<file path="src/rtl/pcm_slot_rx.sv">
module pcm_slot_rx #(
  parameter int SLOT_W = 7,
  parameter int OFS_W  = 3,
  parameter int CNT_W  = 11
) (
  input  logic              clk,
  input  logic              rst,
  input  logic              fsync,
  input  logic              rx_a,
  input  logic              rx_b,
  input  logic [SLOT_W-1:0] slot,
  input  logic [OFS_W-1:0]  bit_ofs,
  input  logic              sel_b,
  input  logic              linear,
  output logic [15:0]       rx_word,
  output logic              rx_valid,
  output logic              need_expand,
  output logic              cfg_err
);
  localparam int EW = ((CNT_W > SLOT_W + 4) ? CNT_W : SLOT_W + 4) + 1;
  localparam logic [CNT_W-1:0] CNT_MAX = {CNT_W{1'b1}};

  logic [CNT_W-1:0] pos_q, len_q, pos;
  logic             seen_q;
  logic [15:0]      sh_q;
  logic             din;
  logic [EW-1:0]    start, win_end, last_pos, len_ext;
  logic             fits, at_last;

  assign pos      = fsync ? '0 : pos_q;
  assign din      = sel_b ? rx_b : rx_a;
  assign start    = EW'({slot, 3'b000}) + EW'(bit_ofs);
  assign win_end  = start + (linear ? EW'(16) : EW'(8));
  assign last_pos = win_end - EW'(1);
  assign len_ext  = EW'(len_q);
  assign fits     = win_end <= len_ext;
  assign at_last  = EW'(pos) == last_pos;
  assign cfg_err  = (len_q != '0) && !fits;

  always_ff @(posedge clk) begin
    if (rst) begin
      pos_q       <= '0;
      len_q       <= '0;
      seen_q      <= 1'b0;
      sh_q        <= '0;
      rx_valid    <= 1'b0;
      rx_word     <= '0;
      need_expand <= 1'b0;
    end else begin
      pos_q <= (pos == CNT_MAX) ? pos : pos + 1'b1;
      if (fsync) begin
        seen_q <= 1'b1;
        if (seen_q) len_q <= pos_q;
      end
      sh_q     <= {sh_q[14:0], din};
      rx_valid <= at_last && fits && (len_q != '0);
      if (at_last && fits && (len_q != '0)) begin
        rx_word     <= linear ? {sh_q[14:0], din} : {8'h00, sh_q[6:0], din};
        need_expand <= !linear;
      end
    end
  end

  AST_VALID_ONE_CYCLE: assert property (@(posedge clk) disable iff (rst)
    rx_valid |=> !rx_valid);
  AST_POS_FROM_SYNC: assert property (@(posedge clk) disable iff (rst)
    $past(fsync) |-> pos_q == CNT_W'(1));
  AST_NO_VALID_UNMEASURED: assert property (@(posedge clk) disable iff (rst)
    rx_valid |-> $past(len_q) != '0);
  AST_NO_VALID_ON_ERR: assert property (@(posedge clk) disable iff (rst)
    rx_valid |-> !$past(cfg_err));
  AST_EXPAND_FLAG: assert property (@(posedge clk) disable iff (rst)
    rx_valid |-> need_expand == !$past(linear));
  AST_UPPER_ZERO: assert property (@(posedge clk) disable iff (rst)
    (rx_valid && need_expand) |-> rx_word[15:8] == 8'h00);
endmodule

</file>
<file path="config.mk">
export PLATFORM = sky130hd
export DESIGN_NAME = pcm_slot_rx
export DESIGN_NICKNAME = d
export VERILOG_FILES = /design/src/rtl/pcm_slot_rx.sv
export SDC_FILE = /design/constraint.sdc
export NUM_CORES = 1
export LEC_CHECK = 0
export ABC_AREA = 1
export BUFFER_PORTS_ARGS = -buffer_cell sky130_fd_sc_hd__buf_4
export CELL_PAD_IN_SITES_DETAIL_PLACEMENT = 2
export CELL_PAD_IN_SITES_GLOBAL_PLACEMENT = 2
export CORE_MARGIN = 2
export CORE_UTILIZATION = 32
export CTS_CLUSTER_DIAMETER = 100
export DETAILED_ROUTE_END_ITERATION = 12
export HOLD_SLACK_MARGIN = 0.15
export MAX_ROUTING_LAYER = met4
export PLACE_DENSITY = 0.83
export SLEW_MARGIN = 30
export SYNTH_ARGS = -nofsm -noshare
export SYNTH_HDL_FRONTEND = slang
export SYNTH_SLANG_ARGS = --single-unit
</file>
<file path="constraint.sdc">
create_clock -name clk -period 4 [get_ports clk]
set_input_delay 0.2 -clock clk [delete_from_list [all_inputs] [get_ports clk]]
set_output_delay 0.2 -clock clk [all_outputs]
set_load 0.02 [all_outputs]
</file>
==> impl_metrics.toml <==
[outcome]
status = "complete, no violations"

[power_and_ir_drop]
p_leak_nw = 1.80
power.density_nw_per_um2 = 300
switching_share_pct = 30.7
clockPowerShare_pct = 29.8
p_comb_share_pct = 17.8
p_switching_mw = 0.336
peakVddDrop_v = 0.000152
p_int_mw = 0.758
power_frac_seq_pct = 52.4
power_mw = 1.09

[timing]
final_hold_viol_count = 0
tightest_slew_ps = 731
setup_violations = 0
min_period_over_period_pct = 85.0
slew_headroom_pct = 51.2
finalMaxSlewViolations = 0
fin_ws_ps = 600
post-route-min-period_ps = 3400
clock_skew_ps = 9.04
rsz0062_at_grt = "false"
fin_tns_setup_ps = 0
max_freq_ghz = 0.294
whs_ps = 153

[route]
route.antenna.remaining_nets = 0
routed_wl_um = 9990
drt_iter0_drc = 64
viasPerCell = 4.77
drcViolationCount = 0
routed-via-count = 3133
wl_per_cell_um = 15.2
first_pass_iters = 4

[yosys]
synth_top_area_cell = "dfxtp_1"
syn_nets = 525
yosysSeqAreaShare_pct = 35.1
syn_inst = 492
synth_seq_cells = 56
synthTopCellsByArea = "dfxtp_1 35%, nand2_1 15%, inv_1 9.3%"
avgSynthCellArea_um2 = 6.50
synth_top_area_share_pct = 35.1
ys_warn_count = 0
ys_types = 32
netlist_area_um2 = 3200

[critical_path]
slowest_stage = "fa_1"
path_class = "in -> reg"
crit_chain = "buf_4 > inv_1 > ha_1 > inv_1 > fa_1 > nor2_2 > nand2_1 > nand2_1 > nand2_2 > ha_1 > nand2_1 > nor3_1 > nand4_1 > nand2_1 > nand2_1 > nor2_2 > nand3_4 > nor2_4 > nand2_1 > nand2_1"
rr_startpoint = "len_q[7]"
crit_path_end = "rx_word[12]"
crit_path_frequent_cell = "nand2_1"
worstPathMaxFanout = 24
startpoint_type = "primary input"
cpPeakStageDelay_ps = 420
critPathLaunch = "linear"
arrival_ps = 3670
r2r_cells = 12
crit_required_ps = 4270
ff2ff_setup_slack_ps = 1560
endpoint_kind = "flop"
worstReg2RegEnd = "rx_word[12]"

[clock_tree]
cts_tree = "yes"
cts_root_buffer = "clkbuf_8"
cts_max_path_buffers = 2
htreeDepth = 2
cts_buffers = 5
cts.sinks = 56
post-cts-setup-buffers = 0
clk_pin_slew_ps = 100
holdBufCountCts = 0
insertion_delay_ps = 320
ctsResizeCount = 0

[die]
die_x_um = 104
floorplan.rows = 36
initial_core_util_pct = 32.9
coreArea_um2 = 9730
die_height_um = 104
io_pins = 36
die_area_um2 = 10800

[placed_design]
place_area_um2 = 3560
dpl.hpwl_um = 8080
port-buffer-count = 35
place_ws_ps = 238
place.gp.congestion = 0.830
post-place-cells = 649

[final_layout]
n_fill_cell = 1253
final_nets = 556
final_cell_count_no_fill = 657
multi_input_area_um2 = 1690
area_growth_pct = 14.2
register_area_um2 = 1120
drive_gt1_share_pct = 12.6
final_area_um2 = 3650
diodes = 0
post-route-util_pct = 37.5

[grt]
grt_usage_pct = 19.7
grt_max_degree = 36
antenna_found_initial = 0
overflow = 0
grt_pass1_vias = 3538
grt_pass1_wl_um = 17100

[job]
max_cap_viol_count = 0

[hold_path]
min_path_type = "in -> reg"
==> cells by family after synthesis <==
kind of cell             count (synthesis)  synth area share, %
AO/OA/AOI/OAI                           48                 7.63
XOR/XNOR                                 5                 1.37
adder cells (fa/ha/maj)                 16                 6.50
buffers and inverters                   96                 12.2
flip-flops                              56                 35.1
multiplexers                             1                0.313
AND/OR/NAND/NOR                        270                 36.9
==> cells in the mapped netlist <==
cell        n
nand2_1   126
inv_1      79
nor2_1     75
dfxtp_1    56
nand3_1    40
a21oi_1    23
o21ai_0    22
ha_1       15
nand2_2     7
nand4_1     7
clkbuf_1    5
inv_2       4
nor2_4      4
xor2_1      4
nand3b_1    3
buf_4       2
buf_6       2
inv_4       2
nor2_2      2
nor3_1      2
a31oi_1     1
buf_1       1
buf_2       1
fa_1        1
mux2i_1     1
nand2_4     1
nand3_2     1
nand3_4     1
nor3_2      1
o21ai_1     1
o21bai_1    1
xnor2_1     1
==> worst max-delay path: cells and delay by family <==
| kind | cells | cell delay [ps] |
|---|---|---|
| adders and majority gates | 3 | 980 |
| buffers and inverters | 3 | 360 |
| and+or+nand+nor | 14 | 2120 |
==> power by group through the flow <==
stage,registers (mW),logic [mW],clock network (mW)
2_1_floorplan,0.585,0.129,0
3_3_place_gp,0.586,0.187,0
3_5_place_dp,0.587,0.198,0
4_1_cts,0.574,0.199,0.340
5_1_grt,0.575,0.224,0.357
6_report,0.573,0.195,0.327
==> placed cells by master (no fill, tap or decap), types with 2 or more instances in the layout <==
| master | count |
|---|---|
| buf_4 | 35 |
| inv_2 | 5 |
| clkbuf_8 | 5 |
| nand2_1 | 126 |
| nor2_1 | 75 |
| nand3b_1 | 3 |
| dfxtp_1 | 56 |
| nand4_1 | 7 |
| a21oi_1 | 23 |
| nand2_2 | 7 |
| inv_1 | 78 |
| nor2_2 | 2 |
| nand3_1 | 40 |
| nor3_1 | 2 |
| ha_1 | 15 |
| o21ai_0 | 22 |
| inv_4 | 2 |
| xor2_1 | 4 |
| nor2_4 | 4 |
==> state kept, by name (all words and copies together) (netlist names) <==
register     count
rx_valid         1
seen_q           1
pos_q           11
rx_word         16
need_expand      1
len_q           11
sh_q            15
==> cell type report <==
cell class	instances	share of cell area [%]
clock buffers	6	1.99
flip-flops and latches	56	30.7
multi-input cells	340	46.2
inverters	85	8.88
repair buffers	35	7.20
clock inverters	2	0.446
well taps	133	4.56
==> layer usage <==
layer | part of all wire (%) | routed length [um] | GRT usage, %
met2 | 51 | 5110 | 35.0
met5 | 0 | 0 | -
met4 | 1.3 | 125 | 4.25
met1 | 46 | 4550 | 24.1
met3 | 2.0 | 197 | 2.38
==> how the worst min path moves through the flow <==
stage	end	from	depth (start not counted)
after floorplan	sh_q[8]	rst	1
after global placement	sh_q[14]	sh_q[13]	2
after detailed placement	sh_q[9]	sh_q[8]	2
after CTS	sh_q[0]	rx_a	3
after global routing	seen_q	fsync	3
final	sh_q[0]	rx_a	3
No activity file was read; power rests on OpenSTA's default activity.
